[src/rtl/pp_pkg.sv]
package pp_pkg;
  localparam int DW = 8;
  localparam int CW = 4;
  localparam int SW = 5;
  localparam int AW = 2;

  localparam logic [AW-1:0] OFS_DATA = 2'd0;
  localparam logic [AW-1:0] OFS_STAT = 2'd1;
  localparam logic [AW-1:0] OFS_CTRL = 2'd2;

  typedef struct packed {
    logic dir_in;
    logic irq_en;
    logic sel;
    logic init;
    logic afd;
    logic stb;
  } ctrl_t;

  localparam ctrl_t CTRL_IDLE = '{dir_in: 1'b0, irq_en: 1'b0, sel: 1'b1,
                                  init: 1'b1, afd: 1'b0, stb: 1'b0};

  // register bit -> pin level polarity: 1 means inverted
  localparam logic [CW-1:0] CTL_INV = 4'b1011;
  localparam logic [SW-1:0] STAT_INV = 5'b10000;
endpackage

[src/rtl/pp_sync.sv]
module pp_sync #(
  parameter int W = 1,
  parameter int STAGES = 2
) (
  input  logic         clk_i,
  input  logic         rst_ni,
  input  logic [W-1:0] d_i,
  output logic [W-1:0] q_o
);
  logic [W-1:0] stg_q [STAGES];

  always_ff @(posedge clk_i or negedge rst_ni) begin
    if (!rst_ni) stg_q[0] <= '0;
    else         stg_q[0] <= d_i;
  end

  for (genvar s = 1; s < STAGES; s++) begin : g_stage
    always_ff @(posedge clk_i or negedge rst_ni) begin
      if (!rst_ni) stg_q[s] <= '0;
      else         stg_q[s] <= stg_q[s-1];
    end
  end

  assign q_o = stg_q[STAGES-1];
endmodule

[src/rtl/pp_edge_irq.sv]
module pp_edge_irq (
  input  logic clk_i,
  input  logic rst_ni,
  input  logic ack_s_i,
  input  logic irq_en_i,
  output logic irq_o
);
  logic ack_d_q, irq_q;

  always_ff @(posedge clk_i or negedge rst_ni) begin
    if (!rst_ni) begin
      ack_d_q <= 1'b0;
      irq_q   <= 1'b0;
    end else begin
      ack_d_q <= ack_s_i;
      irq_q   <= ack_s_i & ~ack_d_q & irq_en_i;
    end
  end

  assign irq_o = irq_q;

  assert_irq_gated_R8: assert property (@(posedge clk_i) disable iff (!rst_ni)
    irq_o |-> $past(irq_en_i));
  assert_irq_pulse_R8: assert property (@(posedge clk_i) disable iff (!rst_ni)
    irq_o |=> !irq_o);
  assert_irq_on_rise_R8: assert property (@(posedge clk_i) disable iff (!rst_ni)
    irq_o |-> $past(ack_s_i));
endmodule

[src/rtl/pp_reg_bank.sv]
module pp_reg_bank
  import pp_pkg::*;
(
  input  logic          clk_i,
  input  logic          rst_ni,
  input  logic [AW-1:0] addr_i,
  input  logic          wr_i,
  input  logic          rd_i,
  input  logic [DW-1:0] wdata_i,
  input  logic [DW-1:0] pd_s_i,
  input  logic [CW-1:0] ctl_s_i,
  input  logic [SW-1:0] stat_s_i,
  output logic [DW-1:0] data_o,
  output ctrl_t         ctrl_o,
  output logic [DW-1:0] rdata_o
);
  localparam int SLO = DW - SW;
  localparam int CHI = DW - CW - 1;

  logic [DW-1:0] data_q, rdata_q, rd_mux;
  ctrl_t         ctrl_q;

  always_ff @(posedge clk_i or negedge rst_ni) begin
    if (!rst_ni) begin
      data_q <= '0;
      ctrl_q <= CTRL_IDLE;
    end else if (wr_i) begin
      if (addr_i == OFS_DATA) data_q <= wdata_i;
      if (addr_i == OFS_CTRL) ctrl_q <= ctrl_t'(wdata_i[5:0]);
    end
  end

  always_comb begin
    unique case (addr_i)
      OFS_DATA: rd_mux = pd_s_i;
      OFS_STAT: rd_mux = {stat_s_i ^ STAT_INV, {SLO{1'b1}}};
      OFS_CTRL: rd_mux = {{(CHI){1'b1}}, ctrl_q.irq_en, ctl_s_i ^ CTL_INV};
      default:  rd_mux = '1;
    endcase
  end

  always_ff @(posedge clk_i or negedge rst_ni) begin
    if (!rst_ni)   rdata_q <= '0;
    else if (rd_i) rdata_q <= rd_mux;
  end

  assign data_o  = data_q;
  assign ctrl_o  = ctrl_q;
  assign rdata_o = rdata_q;

  assert_data_write_R2: assert property (@(posedge clk_i) disable iff (!rst_ni)
    (wr_i && addr_i == OFS_DATA) |=> data_o == $past(wdata_i));
  assert_data_ignore_R2: assert property (@(posedge clk_i) disable iff (!rst_ni)
    (!(wr_i && addr_i == OFS_DATA)) |=> $stable(data_o));
  assert_ctrl_write_R3: assert property (@(posedge clk_i) disable iff (!rst_ni)
    (wr_i && addr_i == OFS_CTRL) |=> ctrl_o == ctrl_t'($past(wdata_i[5:0])));
  assert_stat_fill_R7: assert property (@(posedge clk_i) disable iff (!rst_ni)
    (rd_i && addr_i == OFS_STAT) |=> rdata_o[SLO-1:0] == '1);
  assert_rdata_hold_R9: assert property (@(posedge clk_i) disable iff (!rst_ni)
    !rd_i |=> $stable(rdata_o));
endmodule

[src/rtl/pp_port_regs.sv]
module pp_port_regs
  import pp_pkg::*;
(
  input  logic          clk_i,
  input  logic          rst_ni,
  input  logic [AW-1:0] addr_i,
  input  logic          wr_i,
  input  logic          rd_i,
  input  logic [DW-1:0] wdata_i,
  output logic [DW-1:0] rdata_o,
  output logic          irq_o,
  output logic [DW-1:0] pd_o,
  output logic          pd_oe_o,
  input  logic [DW-1:0] pd_i,
  output logic [CW-1:0] ctl_pull_low_o,
  input  logic [CW-1:0] ctl_i,
  input  logic [SW-1:0] stat_i
);
  localparam int PW = DW + CW + SW;
  localparam int ACK_IDX = 3;

  logic [PW-1:0] pins_s;
  logic [DW-1:0] pd_s, data_q;
  logic [CW-1:0] ctl_s, ctl_bits;
  logic [SW-1:0] stat_s;
  ctrl_t         ctrl_q;

  pp_sync #(.W(PW), .STAGES(2)) u_sync (
    .clk_i (clk_i),
    .rst_ni(rst_ni),
    .d_i   ({stat_i, ctl_i, pd_i}),
    .q_o   (pins_s)
  );

  assign {stat_s, ctl_s, pd_s} = pins_s;

  pp_reg_bank u_regs (
    .clk_i   (clk_i),
    .rst_ni  (rst_ni),
    .addr_i  (addr_i),
    .wr_i    (wr_i),
    .rd_i    (rd_i),
    .wdata_i (wdata_i),
    .pd_s_i  (pd_s),
    .ctl_s_i (ctl_s),
    .stat_s_i(stat_s),
    .data_o  (data_q),
    .ctrl_o  (ctrl_q),
    .rdata_o (rdata_o)
  );

  pp_edge_irq u_irq (
    .clk_i   (clk_i),
    .rst_ni  (rst_ni),
    .ack_s_i (stat_s[ACK_IDX]),
    .irq_en_i(ctrl_q.irq_en),
    .irq_o   (irq_o)
  );

  assign ctl_bits = {ctrl_q.sel, ctrl_q.init, ctrl_q.afd, ctrl_q.stb};
  // pull low whenever the intended pin level is 0
  assign ctl_pull_low_o = ~(ctl_bits ^ CTL_INV);
  assign pd_o    = data_q;
  assign pd_oe_o = ~ctrl_q.dir_in;

  assert_tristate_R4: assert property (@(posedge clk_i) disable iff (!rst_ni)
    (wr_i && addr_i == OFS_CTRL) |=> pd_oe_o == !$past(wdata_i[5]));
  assert_ctl_pins_R3: assert property (@(posedge clk_i) disable iff (!rst_ni)
    (wr_i && addr_i == OFS_CTRL) |=>
      ctl_pull_low_o == {$past(wdata_i[3]), !$past(wdata_i[2]), $past(wdata_i[1:0])});
endmodule

[config.mk]
export PLATFORM = sky130hd
export DESIGN_NAME = pp_port_regs
export DESIGN_NICKNAME = d
export VERILOG_FILES = /design/src/rtl/pp_pkg.sv /design/src/rtl/pp_sync.sv /design/src/rtl/pp_edge_irq.sv /design/src/rtl/pp_reg_bank.sv /design/src/rtl/pp_port_regs.sv
export SDC_FILE = /design/constraint.sdc
export NUM_CORES = 1
export LEC_CHECK = 0
export ABC_AREA = 1
export BUFFER_PORTS_ARGS = -buffer_cell sky130_fd_sc_hd__buf_2
export CORE_AREA = 2 2 68 70
export DETAILED_ROUTE_END_ITERATION = 10
export DIE_AREA = 0 0 70 72
export PLACE_DENSITY = 0.77
export SLEW_MARGIN = 20
export SYNTH_ARGS = -nofsm -noshare
export SYNTH_HDL_FRONTEND = slang
export SYNTH_SLANG_ARGS = --single-unit
[constraint.sdc]
create_clock -name clk_i -period 1.75 [get_ports clk_i]
set_input_delay 0.2625 -clock clk_i [delete_from_list [all_inputs] [get_ports clk_i]]
set_output_delay 0.2625 -clock clk_i [all_outputs]
set_load 0.01 [all_outputs]
==> results.py, run 1 <==
metrics = {
    "global_routing": {
        "grt_pass1_wl_um": 5300,
        "grt_max_degree": 59,
        "grt_pass1_vias": 1166,
        "grtUsageTotal_pct": 13.8,
        "grt.overflow.total": 0,
        "antenna_found_initial": 0,
    },
    "place": {
        "port_buffers": 52,
        "pre_cts_ws_ns": 0.555,
        "placed_cells": 261,
        "gp_congestion": 0.731,
        "hpwl_um": 2170,
    },
    "worst_setup_path": {
        "crit_fanout": 2,
        "crit_arrival_ns": 1.01,
        "critical_path_class": "reg2out",
        "endpoint_kind": "output pin",
        "required_ns": 1.49,
        "critPathLaunchType": "flip-flop",
    },
    "routing": {
        "wire_per_inst_um": 11.3,
        "viasPerCell": 4.44,
        "drc_errors": 0,
        "wirelength_um": 3140,
        "first_pass_iters": 4,
        "drtAntennaViolNets": 0,
        "drt_iter0_drc": 87,
        "vias": 1233,
    },
    "final_layout": {
        "antennaDiodeCount": 0,
        "fillCellCount": 364,
        "syn_to_final_growth_pct": 24.0,
        "seqCellArea_um2": 1450,
        "finalNonFillerCells": 278,
        "multi_input_area_um2": 422,
        "drive_gt1_share_pct": 39.4,
        "nNetsFinal": 252,
    },
    "timing": {
        "rsz0062_at_grt": "false",
        "finalHoldViolCount": 0,
        "holdWs_ns": 0.0385,
        "setup_viol": 0,
        "setup_tns_ns": 0,
        "period_needed_ns": 1.27,
        "tightest_slew_ns": 0.293,
        "timing.final.ws_setup_ns": 0.477,
        "max_slew_margin_pct": 80.5,
        "period_share_pct": 72.7,
        "fmax_mhz": 786,
        "finClkSkew_ns": 0.00371,
        "slew_viol_final": 0,
    },
    "min_path": {
        "hp-class": "in2reg",
    },
    "floorplanning": {
        "num_rows": 24,
        "die_h_um": 72,
        "start_util_pct": 46.9,
        "core_um2": 4260,
        "io_pins": 53,
        "die-area_um2": 5040,
        "die_width_um": 70,
    },
    "clocking": {
        "insertion_delay_ns": 0.32,
        "cts_root_buffer": "clkbuf_8",
        "h-tree-depth": 3,
        "cts_resized": 0,
        "cts_num_sinks": 58,
        "cts_max_path_buffers": 2,
        "cts_made_buffers": 9,
        "clkTransAtPathRegs_ns": 0.07,
        "cts_tree": "done",
    },
    "power": {
        "power.density_nw_per_um2": 1210,
        "ir_worst_vdd_mv": 0.758,
        "finalPower_mw": 2.99,
        "p_leak_nw": 1.27,
    },
    "yosys": {
        "synth_area_per_cell_um2": 12.2,
        "mappedNetlistNets": 195,
        "syn-cell-area_um2": 2000,
        "ys_seq_elements": 58,
        "synth_cells": 164,
        "ys_seq_area_share_pct": 72.7,
        "synth_cell_types": 17,
        "ys.warnings.count": 0,
    },
    "flow_run": {
        "drv_cap": 0,
    },
    "run_status": {
        "status": "finished clean",
    },
}
==> metal layers <==
metal	GRT usage (%)	share of wire, %	wire (µm)
met4	5.77	1.3	42
met5	0	0	0
met3	5.69	5.9	187
met1	18.4	45	1410
met2	20.4	48	1500
==> critical path, stage by stage (launching register included) <==
cell and delay (ns):
dfstp_2 0.53, inv_1 0.04, buf_2 0.13
==> metrics by stage <==
step                util (%)  area [µm²]
finish                  58.2        2480
global route            58.2        2480
CTS                     58.2        2480
detailed placement      53.4        2280
global placement        53.4        2280
floorplan                  -        2000
==> synthesized netlist by cell type (all sizes together) <==
master / n / area, µm²
a21oi: 1 / 5.00
dfrtp: 56 / 1400
buf: 8 / 68.8
o21ai: 18 / 135
nand2: 42 / 168
inv: 15 / 56.3
nor2: 9 / 48.8
dfstp: 2 / 52.6
nand3: 7 / 35.0
nor3: 6 / 30.0
==> report_power, final <==
part	total [mW]	internal [mW]	switching (mW)	leakage [nW]
registers	1.51	1.46	0.0493	0.683
logic	0.313	0.131	0.181	0.492
clock network	1.17	0.653	0.517	0.0954
total	2.99	2.24	0.748	1.27
==> worst paths after layout <==
check,from,endpoint,slack (ns),cells past startpoint
worst max-delay path,u_regs.ctrl_o[2]$_DFFE_PN1P_,ctl_pull_low_o[2],0.48,2
worst min-delay path,pd_i[0],u_sync.stg_q[17]$_DFF_PN0_,0.04,1
worst max register to register,u_regs.ctrl_o[4]$_DFFE_PN0P_,u_regs.rdata_o[4]$_DFFE_PN0P_,0.87,4
worst min register to register,u_sync.stg_q[25]$_DFF_PN0_,u_sync.q_o[8]$_DFF_PN0_,0.34,0
max in group asynchronous,rst_ni,u_regs.ctrl_o[2]$_DFFE_PN1P_,0.98,3
min in group asynchronous,rst_ni,u_sync.stg_q[18]$_DFF_PN0_,0.47,3
==> state kept, by name, summed over array words and instances (netlist names) <==
signal,flops
u_sync.q_o,17
u_sync.stg_q,17
u_regs.data_o,8
u_regs.rdata_o,8
u_regs.ctrl_o,6
u_irq.ack_d_q,1
u_irq.irq_o,1
==> cell usage in the layout (no fill, tap or decap), types with 3 or more instances in the layout <==
cell type,count
clkinv_2,3
o21ai_2,12
inv_1,13
buf_2,52
o21ai_1,6
nand3_1,7
nand2_1,40
nor3_1,6
dfrtp_1,56
clkbuf_8,9
nor2_1,7
==> cell families (layout without fill, tap and decap cells) <==
family | Yosys count | in the layout | share of synthesized area (%)
simple gates | 64 | 64 | 14.1
buf+inv | 23 | 85 | 6.25
flops | 58 | 58 | 72.7
compound gates | 19 | 19 | 7.00
==> area by class of cell <==
cell class                 count  share of cell area [%]
multi-input combinational     83                    17.0
inverter                      15                    2.27
clock buffer                   9                    4.99
timing repair buffer          54                    11.7
clock inverter                 7                    2.77
sequential                    58                    58.6
tap                           52                    2.62
==> timing repair <==
action	CTS	global route
buffers inserted	0	0
hold buffers	1	0
endpoints found under the hold margin	56	0
Note: power is estimated with default switching activity, not from simulation.
==> run 2, diff against run 1 <==
==> constraint.sdc (replaced) <==
create_clock -name clk_i -period 1.2 [get_ports clk_i]
set_input_delay 0.18 -clock clk_i [delete_from_list [all_inputs] [get_ports clk_i]]
set_output_delay 0.18 -clock clk_i [all_outputs]
set_load 0.01 [all_outputs]
==> run 2 against run 1 <==
Critical path depth unchanged. Utilization rose by 5.9 points. Largest cell class unchanged. Non-clock buffer count up 19.
==> results.py, run 2 (synthesis results as in run 1) <==
metrics = {
    "place": {
        "gp_congestion": 0.770,
        "port_buffers": 52,
        "hpwl_um": 2300,
        "placed_cells": 263,
    },
    "worst_setup_path": {
        "endpoint_kind": "output pin",
        "critical_path_class": "reg2out",
        "r2r_setup_slack_ns": 0.37,
        "crit_arrival_ns": 0.99,
        "crit_fanout": 2,
        "rr_startpoint": "u_regs.ctrl_o[4]$_DFFE_PN0P_",
        "critPathLaunchType": "flip-flop",
        "timing.rr.end": "u_regs.rdata_o[4]$_DFFE_PN0P_",
        "reg2regPathDepth": 4,
        "required_ns": 1.02,
    },
    "timing": {
        "finClkSkew_ns": 0.00709,
        "finalHoldViolCount": 0,
        "holdWs_ns": 0.0925,
        "setup_viol": 0,
        "rsz0062_at_grt": "true",
        "tightest_slew_ns": 0.297,
        "period_share_pct": 97.3,
        "max_slew_margin_pct": 80.2,
        "slew_viol_final": 0,
        "fmax_mhz": 856,
        "period_needed_ns": 1.17,
    },
    "floorplanning": {
        "start_util_pct": 46.9,
        "die_h_um": 72,
        "num_rows": 24,
        "die_width_um": 70,
        "die-area_um2": 5040,
        "core_um2": 4260,
        "io_pins": 53,
    },
    "global_routing": {
        "grt.overflow.total": 0,
        "grt_pass1_vias": 1285,
        "antenna_found_initial": 0,
        "grtUsageTotal_pct": 14.7,
        "met1_usage_pct": 17.4,
        "grt_busiest_layer": "met2",
        "grtUsageMet2_pct": 23.4,
        "grt_max_degree": 59,
        "use_met3_pct": 5.00,
        "grt_pass1_wl_um": 5550,
    },
    "routing": {
        "drt_iter0_drc": 44,
        "drc_errors": 0,
        "wire_per_inst_um": 11.6,
        "wirelength_um": 3440,
        "viasPerCell": 4.29,
        "drtAntennaViolNets": 0,
        "first_pass_iters": 4,
        "vias": 1274,
    },
    "clocking": {
        "clkTransAtPathRegs_ns": 0.07,
        "cts_max_path_buffers": 2,
        "cts_made_buffers": 9,
        "cts_tree": "done",
        "post_cts_buffers": 0,
        "cts_root_buffer": "clkbuf_8",
        "insertion_delay_ns": 0.32,
        "cts_num_sinks": 58,
        "h-tree-depth": 3,
    },
    "power": {
        "p_leak_nw": 1.38,
        "finalPower_mw": 4.90,
        "power.density_nw_per_um2": 1800,
        "ir_worst_vdd_mv": 1.43,
    },
    "final_layout": {
        "syn_to_final_growth_pct": 36.5,
        "nNetsFinal": 271,
        "mostFrequentLayoutCell": "dfrtp_1",
        "fillCellCount": 329,
        "final_cell_mix": "56 x dfrtp_1, 51 x buf_2, 40 x nand2_1, 18 x dlygate4sd3_1",
        "antennaDiodeCount": 0,
        "drive_gt1_share_pct": 37.6,
        "finalNonFillerCells": 297,
    },
    "min_path": {
        "holdPathStages": 3,
        "hp-class": "in2reg",
        "hp-start": "wdata_i[7]",
        "min_to": "u_regs.data_o[7]$_DFFE_PN0P_",
    },
    "run_status": {
        "status": "finished clean",
    },
    "flow_run": {
        "drv_cap": 0,
    },
}
## run 2: cell count changes in the layout (fill, tap and decap cells not counted), sizes merged
cell | before | now
buf | 53 | 55
clkbuf | 9 | 10
dlygate4sd3 | 1 | 18
clkinv | 3 | 1
inv | 16 | 15
bufinv | 1 | 3
## run 2: worst max path at each step
stage	from	endpoint	slack [ns]	cells past startpoint
floorplan	addr_i[1]	u_regs.data_o[4]$_DFFE_PN0P_	0.27	6
global placement	addr_i[1]	u_regs.ctrl_o[5]$_DFFE_PN0P_	0.14	6
detailed placement	addr_i[1]	u_regs.ctrl_o[0]$_DFFE_PN0P_	0.12	6
CTS	u_regs.ctrl_o[2]$_DFFE_PN1P_	ctl_pull_low_o[2]	0.003	2
global route	u_regs.ctrl_o[2]$_DFFE_PN1P_	ctl_pull_low_o[2]	-0.01	2
finish	u_regs.ctrl_o[2]$_DFFE_PN1P_	ctl_pull_low_o[2]	0.03	2
## run 2: critical path: stages, from the launching register on
cell and delay (ns):
dfstp_2 0.53, inv_2 0.03, buf_6 0.11
## run 2: through the flow
step           utilization [%]  setup slack [ns]  setup TNS, ns  cell area, µm²
3_3_place_gp              53.8             0.137              0            2290
6_report                  64.0            0.0320              0            2730
4_1_cts                   63.9           0.00345              0            2720
3_5_place_dp              53.8             0.118              0            2290
5_1_grt                   64.0           -0.0145        -0.0145            2730
2_1_floorplan                -             0.269              0            2000
## run 2: area by class of cell
| cell class | instances | area, µm² | share of cell area, % |
|---|---|---|---|
| Inverter | 15 | 56.3 | 2.06 |
| Timing Repair Buffer | 73 | 482 | 17.6 |
| Sequential cell | 58 | 1450 | 53.3 |
| Clock inverter | 6 | 114 | 4.17 |
| Clock buffer | 10 | 138 | 5.04 |
| Multi-Input combinational cell | 83 | 422 | 15.4 |
| Tap cell | 52 | 65.1 | 2.38 |
## run 2: metal layers
metal / wire, µm / up-vias
met4: 73 / 0
met5: 0 / -
li1: - / 659
met1: 1500 / 581
met3: 145 / 5
met2: 1710 / 29
## run 2: repair_timing
action / 4_1_cts / 5_1_grt
setup endpoints to repair: 0 / 1
hold buffers: 18 / 0
gates resized for setup: 0 / 2
endpoints found under the hold margin: 73 / 0
## run 2: power by group
| part | switching, mW | internal, mW |
|---|---|---|
| clock network | 0.744 | 1.44 |
| registers | 0.0735 | 2.13 |
| logic | 0.280 | 0.239 |
| total | 1.10 | 3.80 |
==> run 3, diff against run 2 <==
--- a/config.mk
+++ b/config.mk
@@ -5,13 +5,13 @@
 export SDC_FILE = /design/constraint.sdc
 export NUM_CORES = 1
 export LEC_CHECK = 0
-export ABC_AREA = 1
 export BUFFER_PORTS_ARGS = -buffer_cell sky130_fd_sc_hd__buf_2
-export CORE_AREA = 2 2 68 70
+export CORE_AREA = 2 2 67 69
 export DETAILED_ROUTE_END_ITERATION = 10
-export DIE_AREA = 0 0 70 72
+export DIE_AREA = 0 0 69 71
 export PLACE_DENSITY = 0.77
-export SLEW_MARGIN = 20
+export SETUP_SLACK_MARGIN = 0.02
+export SLEW_MARGIN = 15
 export SYNTH_ARGS = -nofsm -noshare
 export SYNTH_HDL_FRONTEND = slang
 export SYNTH_SLANG_ARGS = --single-unit
==> run 3 against run 2 <==
Via count is 11% lower. Flip-flop and latch count unchanged. Sequential power barely moved. Critical endpoint unchanged. Synthesized cell count fell by 30%. Wire length shrank 1.6%. Combinational power is 2% higher. Cell count is 15% lower.
==> results.py, run 3 <==
metrics = {
    "yosys": {
        "synth-edff-count": 0,
        "ys.warnings.count": 0,
        "synth_cells": 115,
        "synth.most_common_cell": "dfrtp_1",
        "ys_seq_area_share_pct": 76.1,
        "synth_area_leaders": "dfrtp_1 73%, mux2_2 8.3%, dfstp_2 2.8%",
        "synthArstFlopShare_pct": 100,
        "ys_seq_elements": 58,
        "synth_top_area_cell": "dfrtp_1",
        "synth_cell_types": 22,
        "ys.flop_type": "dfrtp_1",
        "mappedNetlistNets": 146,
        "synth_top_area_share_pct": 73.3,
        "netlist_top_cells_count": "56 x dfrtp_1, 14 x mux2_2, 9 x nor2_1",
        "synth_area_per_cell_um2": 16.6,
        "syn-cell-area_um2": 1910,
    },
    "routing": {
        "wirelength_um": 3380,
        "wire_per_inst_um": 13.4,
        "viasPerCell": 4.48,
        "drt_iter0_drc": 28,
        "drc_errors": 0,
        "vias": 1128,
        "first_pass_iters": 4,
        "drtAntennaViolNets": 0,
    },
    "worst_setup_path": {
        "critical_path_class": "reg2out",
        "rr_startpoint": "u_regs.ctrl_o[4]$_DFFE_PN0P_",
        "crit_arrival_ns": 0.98,
        "required_ns": 1.02,
        "endpoint_kind": "output pin",
        "crit_fanout": 2,
        "critPathLaunchType": "flip-flop",
        "timing.rr.end": "u_regs.rdata_o[4]$_DFFE_PN0P_",
        "r2r_setup_slack_ns": 0.28,
        "reg2regPathDepth": 2,
    },
    "clocking": {
        "cts_made_buffers": 9,
        "cts_tree": "done",
        "h-tree-depth": 3,
        "cts_max_path_buffers": 2,
        "cts_root_buffer": "clkbuf_8",
        "insertion_delay_ns": 0.31,
        "clkTransAtPathRegs_ns": 0.06,
        "cts_num_sinks": 58,
    },
    "place": {
        "hpwl_um": 2400,
        "pre_cts_ws_ns": 0.00876,
        "port_buffers": 52,
        "gp_congestion": 0.693,
    },
    "final_layout": {
        "final_cell_mix": "56 x dfrtp_1, 51 x buf_2, 18 x dlygate4sd3_1, 14 x mux2_2, 12 x clkbuf_8",
        "multi_input_area_um2": 407,
        "syn_to_final_growth_pct": 37.4,
        "drive_gt1_share_pct": 45.0,
        "mostFrequentLayoutCell": "dfrtp_1",
        "fillCellCount": 315,
        "nNetsFinal": 226,
        "seqCellArea_um2": 1450,
        "antennaDiodeCount": 0,
    },
    "floorplanning": {
        "num_rows": 24,
        "die_h_um": 71,
        "start_util_pct": 45.4,
        "die_width_um": 69,
        "io_pins": 53,
        "core_um2": 4200,
        "die-area_um2": 4900,
    },
    "min_path": {
        "hp-start": "wdata_i[6]",
        "holdPathStages": 2,
        "min_to": "u_regs.data_o[6]$_DFFE_PN0P_",
        "hp-class": "in2reg",
    },
    "run_status": {
        "status": "finished clean",
    },
    "timing": {
        "timing.final.ws_setup_ns": 0.0365,
        "fmax_mhz": 860,
        "finalHoldViolCount": 0,
        "rsz0062_at_grt": "true",
        "max_slew_margin_pct": 77.5,
        "finClkSkew_ns": 0.00550,
        "slew_viol_final": 0,
        "setup_tns_ns": 0,
        "setup_viol": 0,
        "period_share_pct": 97.0,
        "period_needed_ns": 1.16,
        "tightest_slew_ns": 0.337,
    },
    "power": {
        "p_switching_uw": 984,
        "switching_share_pct": 22.7,
        "clkPwrFrac_pct": 36.5,
        "ir_worst_vdd_mv": 0.837,
        "power_frac_seq_pct": 51.3,
        "p_leak_nw": 1.25,
        "internal_power_mw": 3.34,
        "power.density_nw_per_um2": 1650,
        "combPwrFrac_pct": 12.2,
    },
    "global_routing": {
        "grt.overflow.total": 0,
        "grt_max_degree": 46,
        "grtUsageTotal_pct": 15.1,
        "grt_pass1_wl_um": 5630,
        "antenna_found_initial": 0,
        "grt_pass1_vias": 1277,
    },
    "flow_run": {
        "drv_cap": 0,
    },
}
[run 3: cell types whose count changed after synthesis, sizes merged, moves of 6 or more]
cell	change
inv	-13
mux2	+14
nand2	-41
nand3	-7
nor3	-6
o21ai	-18
[run 3: worst max-delay path by stage]
stage	start	endpoint	slack [ns]
CTS	u_regs.ctrl_o[2]$_DFFE_PN1P_	ctl_pull_low_o[2]	0.02
global route	u_regs.ctrl_o[2]$_DFFE_PN1P_	ctl_pull_low_o[2]	0.008
finish	u_regs.ctrl_o[2]$_DFFE_PN1P_	ctl_pull_low_o[2]	0.04
floorplan	addr_i[1]	u_regs.data_o[0]$_DFFE_PN0P_	0.07
detailed placement	addr_i[1]	u_regs.data_o[1]$_DFFE_PN0P_	0.009
global placement	addr_i[1]	u_regs.data_o[6]$_DFFE_PN0P_	0.06
[run 3: per-layer routing]
| metal | track usage [%] | share of wire [%] | vias to the layer above |
|---|---|---|---|
| li1 | - | - | 541 |
| met5 | 0 | 0 | - |
| met1 | 16.8 | 40 | 546 |
| met4 | 9.59 | 2.1 | 0 |
| met2 | 25.6 | 53 | 35 |
| met3 | 4.13 | 4.3 | 6 |
[run 3: cells by family after synthesis]
family / synth area share, %
DFF: 76.1
and+or+nand+nor: 7.86
muxes: 10.9
AOI/OAI and AO/OA: 2.55
buffers and inverters: 2.62
[run 3: timing repair]
| action | 4_1_cts | 5_1_grt |
|---|---|---|
| endpoints found under the setup margin | 1 | 1 |
| hold endpoints to repair | 28 | 0 |
| resized for setup | 2 | 0 |
| buffers inserted | 1 | 0 |
| hold buffers | 18 | 0 |
[run 3: stage by stage]
stage	area, µm²	std cells	power (mW)	util (%)	hold slack, ns
2_1_floorplan	1910	115	2.49	-	-0.116
3_3_place_gp	2250	217	2.70	53.5	0.0847
3_5_place_dp	2250	217	2.73	53.5	0.0976
4_1_cts	2630	252	4.37	62.4	0.0928
5_1_grt	2630	252	4.52	62.4	0.0982
6_report	2630	252	4.33	62.4	0.0995
[run 3: final cells by class]
type / count / area share, %
Clock inverter: 2 / 0.381
Timing Repair Buffer: 75 / 19.4
Inverter: 2 / 0.286
Tap cell: 52 / 2.48
Clock buffer: 14 / 6.58
Sequential cell: 58 / 55.4
Multi-Input combinational cell: 49 / 15.5
[run 3: critical path: stages, from the launching register on]
cell	delay [ns]
dfstp_2	0.53
inv_2	0.03
buf_6	0.11
[run 3: power groups by stage]
| stage | sequential, mW | combinational [mW] | clock, mW |
|---|---|---|---|
| after floorplan | 2.28 | 0.208 | 0 |
| after global placement | 2.24 | 0.451 | 0 |
| after detailed placement | 2.26 | 0.472 | 0 |
| after CTS | 2.22 | 0.537 | 1.62 |
| after global routing | 2.24 | 0.580 | 1.69 |
| final | 2.22 | 0.528 | 1.58 |
